==> src/rtl/exc_pkg.sv <==
package exc_pkg;

    localparam int DATA_W = 32;
    localparam int CODE_W = 5;
    localparam int CPID_W = 2;
    localparam int SET_W  = 4;
    localparam int SEL_W  = 3;

    typedef enum logic [3:0] {
        EK_IRQ          = 4'd0,
        EK_TLB_MOD      = 4'd1,
        EK_TLB_REFILL   = 4'd2,
        EK_TLB_INVAL    = 4'd3,
        EK_ADDR_ERR     = 4'd4,
        EK_SYSCALL      = 4'd5,
        EK_BREAK        = 4'd6,
        EK_RSVD_INSN    = 4'd7,
        EK_COP_UNUSABLE = 4'd8,
        EK_OVERFLOW     = 4'd9,
        EK_TRAP         = 4'd10,
        EK_RESET        = 4'd11,
        EK_SOFT_RESET   = 4'd12,
        EK_NMI          = 4'd13,
        EK_THREAD       = 4'd14,
        EK_DSP_OFF      = 4'd15
    } exc_kind_e;

    typedef enum logic [SEL_W-1:0] {
        CSR_STATUS  = 3'd0,
        CSR_CAUSE   = 3'd1,
        CSR_BADADDR = 3'd2,
        CSR_SHADOW  = 3'd3,
        CSR_EPC     = 3'd4,
        CSR_EBASE   = 3'd5
    } csr_sel_e;

    typedef struct packed {
        logic cu1;
        logic bev;
        logic exl;
    } status_t;

    typedef struct packed {
        logic              ivec;
        logic [CPID_W-1:0] cpe;
        logic              bd;
        logic [CODE_W-1:0] code;
    } cause_t;

    typedef struct packed {
        logic [SET_W-1:0] exc_set;
        logic [SET_W-1:0] prev_set;
        logic [SET_W-1:0] cur_set;
    } shadow_t;

    function automatic logic [CODE_W-1:0] kind_to_code(exc_kind_e k, logic st);
        logic [CODE_W-1:0] c;
        case (k)
            EK_IRQ:          c = 5'h00;
            EK_TLB_MOD:      c = 5'h01;
            EK_TLB_REFILL,
            EK_TLB_INVAL:    c = st ? 5'h03 : 5'h02;
            EK_ADDR_ERR:     c = st ? 5'h05 : 5'h04;
            EK_SYSCALL:      c = 5'h08;
            EK_BREAK:        c = 5'h09;
            EK_RSVD_INSN:    c = 5'h0A;
            EK_COP_UNUSABLE: c = 5'h0B;
            EK_OVERFLOW:     c = 5'h0C;
            EK_TRAP:         c = 5'h0D;
            default:         c = 5'h00;
        endcase
        return c;
    endfunction

    function automatic logic kind_unimpl(exc_kind_e k);
        return (k == EK_SOFT_RESET) || (k == EK_NMI) ||
               (k == EK_THREAD) || (k == EK_DSP_OFF);
    endfunction

endpackage

==> src/rtl/exc_vector_sel.sv <==
module exc_vector_sel
    import exc_pkg::*;
#(
    parameter logic [DATA_W-1:0] OFS_REFILL   = 32'h0000_0000,
    parameter logic [DATA_W-1:0] OFS_GENERAL  = 32'h0000_0180,
    parameter logic [DATA_W-1:0] OFS_IRQ      = 32'h0000_0200,
    parameter logic [DATA_W-1:0] BOOT_HANDLER = 32'hBFC0_0200,
    parameter logic [DATA_W-1:0] RESET_VECTOR = 32'hBFC0_0000
) (
    input  exc_kind_e         kind,
    input  logic              exl_before,
    input  logic              bev,
    input  logic              ivec,
    input  logic [DATA_W-1:0] ebase,
    output logic [DATA_W-1:0] handler
);
    always_comb begin
        if (kind == EK_RESET)
            handler = RESET_VECTOR;
        else if (bev)
            handler = BOOT_HANDLER;
        else if (kind == EK_TLB_REFILL && !exl_before)
            handler = ebase + OFS_REFILL;
        else if (kind == EK_IRQ && ivec)
            handler = ebase + OFS_IRQ;
        else
            handler = ebase + OFS_GENERAL;
    end
endmodule

==> src/rtl/exc_cause_gen.sv <==
module exc_cause_gen
    import exc_pkg::*;
(
    input  exc_kind_e         kind,
    input  logic              store,
    input  logic [CPID_W-1:0] cpid,
    input  logic              dslot,
    input  cause_t            cause_in,
    output cause_t            cause_out
);
    always_comb begin
        cause_out      = cause_in;
        cause_out.code = kind_to_code(kind, store);
        cause_out.bd   = dslot;
        cause_out.cpe  = (kind == EK_COP_UNUSABLE) ? cpid : '0;
    end
endmodule

==> src/rtl/exc_csr_bank.sv <==
module exc_csr_bank
    import exc_pkg::*;
#(
    parameter logic [DATA_W-1:0] EBASE_RESET = 32'h8000_0000
) (
    input  logic              clk,
    input  logic              rst,
    input  logic              busy,
    input  logic              ent_en,
    input  logic              boot_en,
    input  cause_t            ent_cause,
    input  logic [DATA_W-1:0] ent_epc,
    input  logic              bad_en,
    input  logic [DATA_W-1:0] bad_val,
    input  logic              reg_we,
    input  logic [SEL_W-1:0]  reg_addr,
    input  logic [DATA_W-1:0] reg_wdata,
    output logic [DATA_W-1:0] reg_rdata,
    output status_t           status_q,
    output cause_t            cause_q,
    output shadow_t           shadow_q,
    output logic [DATA_W-1:0] bad_q,
    output logic [DATA_W-1:0] epc_q,
    output logic [DATA_W-1:0] ebase_q
);
    localparam int ST_W = $bits(status_t);
    localparam int CA_W = $bits(cause_t);
    localparam int SH_W = $bits(shadow_t);
    localparam int IV_POS = 16;
    localparam int CP_POS = 12;
    localparam int BD_POS = 8;

    logic wr_ok;
    assign wr_ok = reg_we && !busy;

    logic [DATA_W-1:0] cause_word;
    always_comb begin
        cause_word = '0;
        cause_word[CODE_W-1:0]           = cause_q.code;
        cause_word[BD_POS]               = cause_q.bd;
        cause_word[CP_POS +: CPID_W]     = cause_q.cpe;
        cause_word[IV_POS]               = cause_q.ivec;
    end

    always_ff @(posedge clk) begin
        if (rst) begin
            status_q <= '{cu1: 1'b1, bev: 1'b1, exl: 1'b0};
            cause_q  <= '0;
            shadow_q <= '0;
            bad_q    <= '0;
            epc_q    <= '0;
            ebase_q  <= EBASE_RESET;
        end else if (ent_en) begin
            status_q.exl <= 1'b1;
            cause_q      <= ent_cause;
            epc_q        <= ent_epc;
            if (bad_en)
                bad_q <= bad_val;
            if (!status_q.exl && !status_q.bev) begin
                shadow_q.prev_set <= shadow_q.cur_set;
                shadow_q.cur_set  <= shadow_q.exc_set;
            end
        end else if (boot_en) begin
            status_q.cu1 <= 1'b1;
        end else if (wr_ok) begin
            case (csr_sel_e'(reg_addr))
                CSR_STATUS:  status_q <= status_t'(reg_wdata[ST_W-1:0]);
                CSR_CAUSE: begin
                    cause_q.code <= reg_wdata[CODE_W-1:0];
                    cause_q.bd   <= reg_wdata[BD_POS];
                    cause_q.cpe  <= reg_wdata[CP_POS +: CPID_W];
                    cause_q.ivec <= reg_wdata[IV_POS];
                end
                CSR_BADADDR: bad_q    <= reg_wdata;
                CSR_SHADOW:  shadow_q <= shadow_t'(reg_wdata[SH_W-1:0]);
                CSR_EPC:     epc_q    <= reg_wdata;
                CSR_EBASE:   ebase_q  <= reg_wdata;
                default: ;
            endcase
        end
    end

    always_comb begin
        reg_rdata = '0;
        case (csr_sel_e'(reg_addr))
            CSR_STATUS:  reg_rdata[ST_W-1:0] = status_q;
            CSR_CAUSE:   reg_rdata = cause_word;
            CSR_BADADDR: reg_rdata = bad_q;
            CSR_SHADOW:  reg_rdata[SH_W-1:0] = shadow_q;
            CSR_EPC:     reg_rdata = epc_q;
            CSR_EBASE:   reg_rdata = ebase_q;
            default:     reg_rdata = '0;
        endcase
    end

    logic unused_ok;
    assign unused_ok = ^{CA_W[0]};
endmodule

==> src/rtl/exc_entry_ctrl.sv <==
module exc_entry_ctrl
    import exc_pkg::*;
#(
    parameter logic [DATA_W-1:0] EBASE_RESET  = 32'h8000_0000,
    parameter logic [DATA_W-1:0] OFS_REFILL   = 32'h0000_0000,
    parameter logic [DATA_W-1:0] OFS_GENERAL  = 32'h0000_0180,
    parameter logic [DATA_W-1:0] OFS_IRQ      = 32'h0000_0200,
    parameter logic [DATA_W-1:0] BOOT_HANDLER = 32'hBFC0_0200,
    parameter logic [DATA_W-1:0] RESET_VECTOR = 32'hBFC0_0000,
    parameter logic [DATA_W-1:0] INSN_BYTES   = 32'd4
) (
    input  logic              clk,
    input  logic              rst,
    input  logic              req_valid,
    input  logic [3:0]        req_kind,
    input  logic              req_store,
    input  logic [31:0]       req_vaddr,
    input  logic [31:0]       req_pc,
    input  logic [1:0]        req_cpid,
    input  logic              req_dslot,
    input  logic              reg_we,
    input  logic [2:0]        reg_addr,
    input  logic [31:0]       reg_wdata,
    output logic [31:0]       reg_rdata,
    output logic              redirect_valid,
    output logic [31:0]       redirect_pc,
    output logic              err_unimpl
);
    exc_kind_e kind;
    assign kind = exc_kind_e'(req_kind);

    status_t           status_q;
    cause_t            cause_q;
    cause_t            cause_nx;
    shadow_t           shadow_q;
    logic [DATA_W-1:0] bad_q, epc_q, ebase_q;
    logic [DATA_W-1:0] handler;
    logic [DATA_W-1:0] epc_nx;
    logic              unimpl, ent_en, boot_en, bad_en;

    assign unimpl  = kind_unimpl(kind);
    assign ent_en  = req_valid && !unimpl && (kind != EK_RESET);
    assign boot_en = req_valid && (kind == EK_RESET);
    assign bad_en  = (kind == EK_ADDR_ERR);
    assign epc_nx  = req_dslot ? (req_pc - INSN_BYTES) : req_pc;

    exc_vector_sel #(
        .OFS_REFILL   (OFS_REFILL),
        .OFS_GENERAL  (OFS_GENERAL),
        .OFS_IRQ      (OFS_IRQ),
        .BOOT_HANDLER (BOOT_HANDLER),
        .RESET_VECTOR (RESET_VECTOR)
    ) u_vec (
        .kind       (kind),
        .exl_before (status_q.exl),
        .bev        (status_q.bev),
        .ivec       (cause_q.ivec),
        .ebase      (ebase_q),
        .handler    (handler)
    );

    exc_cause_gen u_cause (
        .kind      (kind),
        .store     (req_store),
        .cpid      (req_cpid),
        .dslot     (req_dslot),
        .cause_in  (cause_q),
        .cause_out (cause_nx)
    );

    exc_csr_bank #(
        .EBASE_RESET (EBASE_RESET)
    ) u_csr (
        .clk       (clk),
        .rst       (rst),
        .busy      (req_valid),
        .ent_en    (ent_en),
        .boot_en   (boot_en),
        .ent_cause (cause_nx),
        .ent_epc   (epc_nx),
        .bad_en    (bad_en),
        .bad_val   (req_vaddr),
        .reg_we    (reg_we),
        .reg_addr  (reg_addr),
        .reg_wdata (reg_wdata),
        .reg_rdata (reg_rdata),
        .status_q  (status_q),
        .cause_q   (cause_q),
        .shadow_q  (shadow_q),
        .bad_q     (bad_q),
        .epc_q     (epc_q),
        .ebase_q   (ebase_q)
    );

    always_ff @(posedge clk) begin
        if (rst) begin
            redirect_valid <= 1'b0;
            redirect_pc    <= '0;
            err_unimpl     <= 1'b0;
        end else begin
            redirect_valid <= req_valid && !unimpl;
            err_unimpl     <= req_valid && unimpl;
            if (req_valid && !unimpl)
                redirect_pc <= handler;
        end
    end
endmodule

==> config.mk <==
export PLATFORM = sky130hd
export DESIGN_NAME = exc_entry_ctrl
export DESIGN_NICKNAME = d
export VERILOG_FILES = /design/src/rtl/exc_pkg.sv /design/src/rtl/exc_vector_sel.sv /design/src/rtl/exc_cause_gen.sv /design/src/rtl/exc_csr_bank.sv /design/src/rtl/exc_entry_ctrl.sv
export SDC_FILE = /design/constraint.sdc
export NUM_CORES = 1
export LEC_CHECK = 0
export BUFFER_PORTS_ARGS = -buffer_cell sky130_fd_sc_hd__clkbuf_2
export CAP_MARGIN = 10
export CORE_MARGIN = 3
export CORE_UTILIZATION = 52
export CTS_CLUSTER_SIZE = 10
export DETAILED_ROUTE_END_ITERATION = 10
export GPL_TIMING_DRIVEN = 1
export PLACE_DENSITY = 0.77
export SLEW_MARGIN = 20
export SYNTH_ARGS = -nofsm -noshare
export SYNTH_HDL_FRONTEND = slang
export SYNTH_HIERARCHICAL = 1
export SYNTH_SLANG_ARGS = --single-unit
==> constraint.sdc <==
create_clock -name clk -period 2.4 [get_ports clk]
set_input_delay 0.48 -clock clk [delete_from_list [all_inputs] [get_ports clk]]
set_output_delay 0.48 -clock clk [all_outputs]
set_load 0.05 [all_outputs]
# After elaboration in Yosys (flattened, before gate mapping)
# Index checks and enable logic that the tools add are counted.
[classes]
reduce_logical = 36
bitwise_logic = 2
add_sub_neg = 3
n_eq_ne = 24
muxes = 35
[ops]
columns = ["op", "count"]
rows = [
  ["32-bit 2-to-1 mux", 14],
  ["20-bit case mux with 4 select lines", 1],
  ["8-bit 2-to-1 mux", 9],
  ["5-bit case mux with 9 select lines", 1],
  ["9-bit case mux with 5 select lines", 1],
  ["32-bit by 10-bit adder with 32-bit output, second input constant", 1],
  ["32-bit by 9-bit adder with 32-bit output, second input constant", 1],
  ["4-bit == test, second input constant", 8],
  ["32-bit by 3-bit subtractor with 32-bit output, second input constant", 1],
  ["4-bit AND reduction", 6],
  ["3-bit case mux with 6 select lines", 1],
  ["4-bit by 3-bit == test with 1-bit output, second input constant", 4],
  ["2-bit nonzero test", 8],
  ["3-bit AND reduction", 4],
  ["4-bit by 2-bit == test with 1-bit output, second input constant", 2],
  ["1-bit logical AND", 8],
  ["3-bit by 2-bit == test with 1-bit output, second input constant", 2],
  ["3-bit == test, second input constant", 2],
  ["3-bit 2-to-1 mux", 2],
  ["1-bit 2-to-1 mux", 5],
  ["4-bit by 1-bit == test with 1-bit output, second input constant", 1],
  ["1-bit zero test", 4],
  ["4-bit zero test", 1],
  ["2-bit by 1-bit inequality test with 1-bit output, second input constant", 2],
  ["other kinds (8)", 11],
]
[totals]
out_inout_bits = 66
ff_bits = 154
word_cells = 116

# Longest topological paths before layout
[logic_depth]
word_depth = 9
ltp_mapped = 8
depth_no_buf = 7

# Hierarchy
# Netlist, hierarchy kept.
[by_module_without_submodules]
columns = ["module", "area_each_um2", "seq_area_each_um2", "n_inst", "cells_per_inst"]
rows = [
  ["exc_csr_bank", 6855.3, 2402.3, 1, 806],
  ["exc_entry_ctrl", 1806.7, 680.7, 1, 234],
  ["exc_vector_sel", 1081.0, 0.0, 1, 161],
  ["exc_cause_gen", 150.1, 0.0, 1, 24],
]

# Worst setup path before layout
# OpenSTA, ideal clock, no wires.
[synth_timing]
path_kind = "input to output"
startpoint = "in reg_addr[0]"
endpoint = "out reg_rdata[0]"
t_arrival_ns = 2.477
required_time_ns = 1.920
path_stages = 5
path_buffers = 3
setup_slack_ns = -0.557
path_cell_list = "buf_2 buf_2 clkbuf_1 a221oi_1 a311oi_1"
[synth_between]
elab_chain_cells = 2
[synth_lines]
columns = ["element", "line", "source"]
rows = [
  ["start, declared", "exc_entry_ctrl.sv:22", "input logic [2:0] reg_addr,"],
  ["3-bit == test (tied with other cells)", "exc_csr_bank.sv:85", "case (csr_sel_e'(reg_addr))"],
  ["3-bit case mux with 6 select lines (*)", "exc_csr_bank.sv:85", ""],
  ["end, declared", "exc_entry_ctrl.sv:24", "output logic [31:0] reg_rdata,"],
]
# Every way passes the cells marked *; elsewhere a longest branch is shown, timed or not.

# Final worst setup path
[layout_timing]
startpoint = "in reg_addr[0]"
endpoint = "out reg_rdata[21]"
[layout_between]
elab_chain_cells = 2
[layout_lines]
columns = ["element", "line"]
rows = [
  ["3-bit == test (tied with other cells)", "exc_csr_bank.sv:85"],
  ["20-bit case mux with 4 select lines (*)", "exc_csr_bank.sv:85"],
]
# Marks and branches as above.

==> results.json <==
{
  "r2r_slack_ns": 0.35,
  "grt_pass1_wl_um": 50050,
  "busiest_layer": "met2",
  "die_area_sq_um": 20720,
  "drive_above_1_share_pct": 28.14,
  "cts-hold-fix-buffers": 0,
  "skew_ns": 0.009665,
  "port-buffer-count": 176,
  "io_pins": 177,
  "synth.area.top_cells": "dfxtp_1 (31%), mux2i_1 (6.9%), mux2_2 (6.1%)",
  "critical_path_arrival_ns": 1.84,
  "cap_violations": 0,
  "peakVddDrop_mv": 0.4943,
  "pwr-share-seq_pct": 38.1,
  "clock.fmax_mhz": 431.3,
  "cts_resized": 0,
  "grt-ovfl-total": 0,
  "maxSlewHeadroom_pct": 60.06,
  "dieWidth_um": 143.9,
  "post-route-min-period_ns": 2.319,
  "grt_pass1_vias": 9425,
  "setup.worst_path.start_class": "input pin",
  "synth_most_common_cell": "dfxtp_1",
  "grt_use_met3_pct": 6.057,
  "area_delta_synth_final_pct": 26.91,
  "swShare_pct": 26.17,
  "gr-usage-met1_pct": 42.30,
  "ys_async_sr_fraction_pct": 0,
  "num_rows": 49,
  "postCtsSetupBuffers": 0,
  "synth_top_cells_by_count": "dfxtp_1 (154), nand2_1 (93), o21ai_0 (93)",
  "via_per_inst": 6.292,
  "report.final.hold_viol_count": 0,
  "detail_route.wl_per_cell_um": 19.69,
  "cts_tree": "built",
  "antenna_found_initial": 2,
  "postLayoutSetupSlackWorst_ns": 0.08129,
  "totalWireLength_um": 31790,
  "criticalPathCategory": "in -> out",
  "yosys_warnings": 6,
  "layout.cells.non_filler": 1615,
  "remaining_drc_errors": 0,
  "p_int_mw": 5.265,
  "cts-root-buf": "clkbuf_16",
  "place_worst_setup_slack_ns": -0.2753,
  "syn-instance-count": 1225,
  "synth_seq_cells": 154,
  "postSynthAreaPerCell_sq_um": 8.076,
  "dp_hpwl_um": 22360,
  "synth_ff_type": "dfxtp_1",
  "status": "complete, no violations",
  "grt_util_all_layers_pct": 30.14,
  "fp.dieH_um": 143.9,
  "initial_core_util_pct": 53.97,
  "diodes": 0,
  "grt_max_degree": 87,
  "htree_levels": 4,
  "yosys.area.top_type_share_pct": 31.16,
  "vias": 10160,
  "firstDrtPassIters": 6,
  "end_kind": "output port",
  "hold_path_class": "in -> reg",
  "clock_latency_ns": 0.43,
  "power_density_nw_per_um2": 568.0,
  "ys_seq_area_share_pct": 31.16,
  "switching_power_mw": 1.866,
  "synth_area_sq_um": 9893,
  "p_clk_share_pct": 45.5,
  "critPathMaxFanout": 23,
  "clkSinkCount": 154,
  "synth_cell_types": 79,
  "hold-worst-slack_ns": 0.3027,
  "synth_top_area_cell": "dfxtp_1",
  "grt_util_met2_pct": 45.96,
  "drv_slew": 0,
  "drtAntennaViolNets": 0,
  "cp.required_ns": 1.92,
  "cts.clk_slew.worst_paths_ns": 0.06,
  "tightest_slew_ns": 0.5957,
  "synth.net_count": 1341,
  "tritoncts.num_buffers": 17,
  "synth_edf_count": 0,
  "combinationalPowerShare_pct": 16.5,
  "gp_congestion": 0.8749,
  "nets": 1489,
  "dp_cells": 1583,
  "clk_path_buf_depth": 2,
  "final.setup.tns_ns": 0,
  "finalCritPeriodShare_pct": 96.61,
  "core_area_sq_um": 18330,
  "first_iter_violations": 1152,
  "setup_viol": 0,
  "leakagePower_nw": 5.034
}
## registers in the layout, indices dropped and copies added, names as in the netlist
register	count
redirect_pc	32
u_csr/bad_q	32
u_csr/ebase_q	32
u_csr/epc_q	32
u_csr/shadow_q	12
u_csr/cause_q	9
u_csr/status_q	3
err_unimpl	1
redirect_valid	1
## power groups by stage
stage	registers, mW	logic (mW)	clock network (mW)
detailed placement	2.77	1.15	0
finish	2.71	1.17	3.24
floorplan	2.79	0.642	0
global route	2.72	1.26	3.36
global placement	2.76	1.12	0
CTS	2.71	1.15	3.25
## metrics by stage
stage	area [sq um]	power, mW	util [%]
final	12560	7.131	68.49
after CTS	12550	7.117	68.47
after floorplan	9986	3.428	-
after detailed placement	11850	3.911	64.63
after global placement	11850	3.886	64.63
after global routing	12560	7.333	68.49
## layer usage
metal | up-vias | wire length [um]
met4 | 4 | 807
met5 | - | 27
met2 | 613 | 14290
li1 | 4720 | -
met1 | 4743 | 13530
met3 | 81 | 3134
## final timing paths
path | start | end | depth (start not counted)
max | reg_addr[0] | reg_rdata[21] | 6
min | req_pc[1] | u_csr/epc_q[1] | 3
max reg2reg | u_csr/ebase_q[11] | redirect_pc[26] | 6
min reg2reg | redirect_pc[26] | redirect_pc[26] | 2
## cells in the final DEF (no fill, tap or decap), drive strengths merged, types with 23 or more instances in the layout
master,instances
a21oi,86
dfxtp,154
nand2,93
nor2b,46
nand3,46
buf,101
clkbuf,161
o21ai,96
mux2,64
mux2i,68
xor2,23
a221oi,43
inv,52
a31oi,47
nor2,86
## critical path: stages
cell and delay, ns:
clkbuf_2 0.29, buf_12 0.22, mux2_2 0.36, a22oi_1 0.23
nor2_2 0.08, buf_12 0.15
## area by class of cell
| class | instances | area [sq um] |
|---|---|---|
| repair buffers | 243 | 2033 |
| fillers | 1434 | 5776 |
| clock buffers | 19 | 432.9 |
| inverters | 52 | 195.2 |
| clock inverters | 13 | 271.5 |
| multi-input cells | 905 | 6254 |
| flip-flops and latches | 154 | 3083 |
| well taps | 229 | 286.5 |
## logic make-up after synthesis
logic type / count (synthesis) / share of synthesized area [%]
fa+ha+maj: 5 / 0.6324
simple gates: 401 / 22.54
xor+xnor: 30 / 2.656
buf+inv: 166 / 6.918
other cells: 1 / 0.03790
mux: 132 / 14.47
compound gates: 336 / 21.59
flops: 154 / 31.16
No activity file was read; power rests on OpenSTA's default activity.
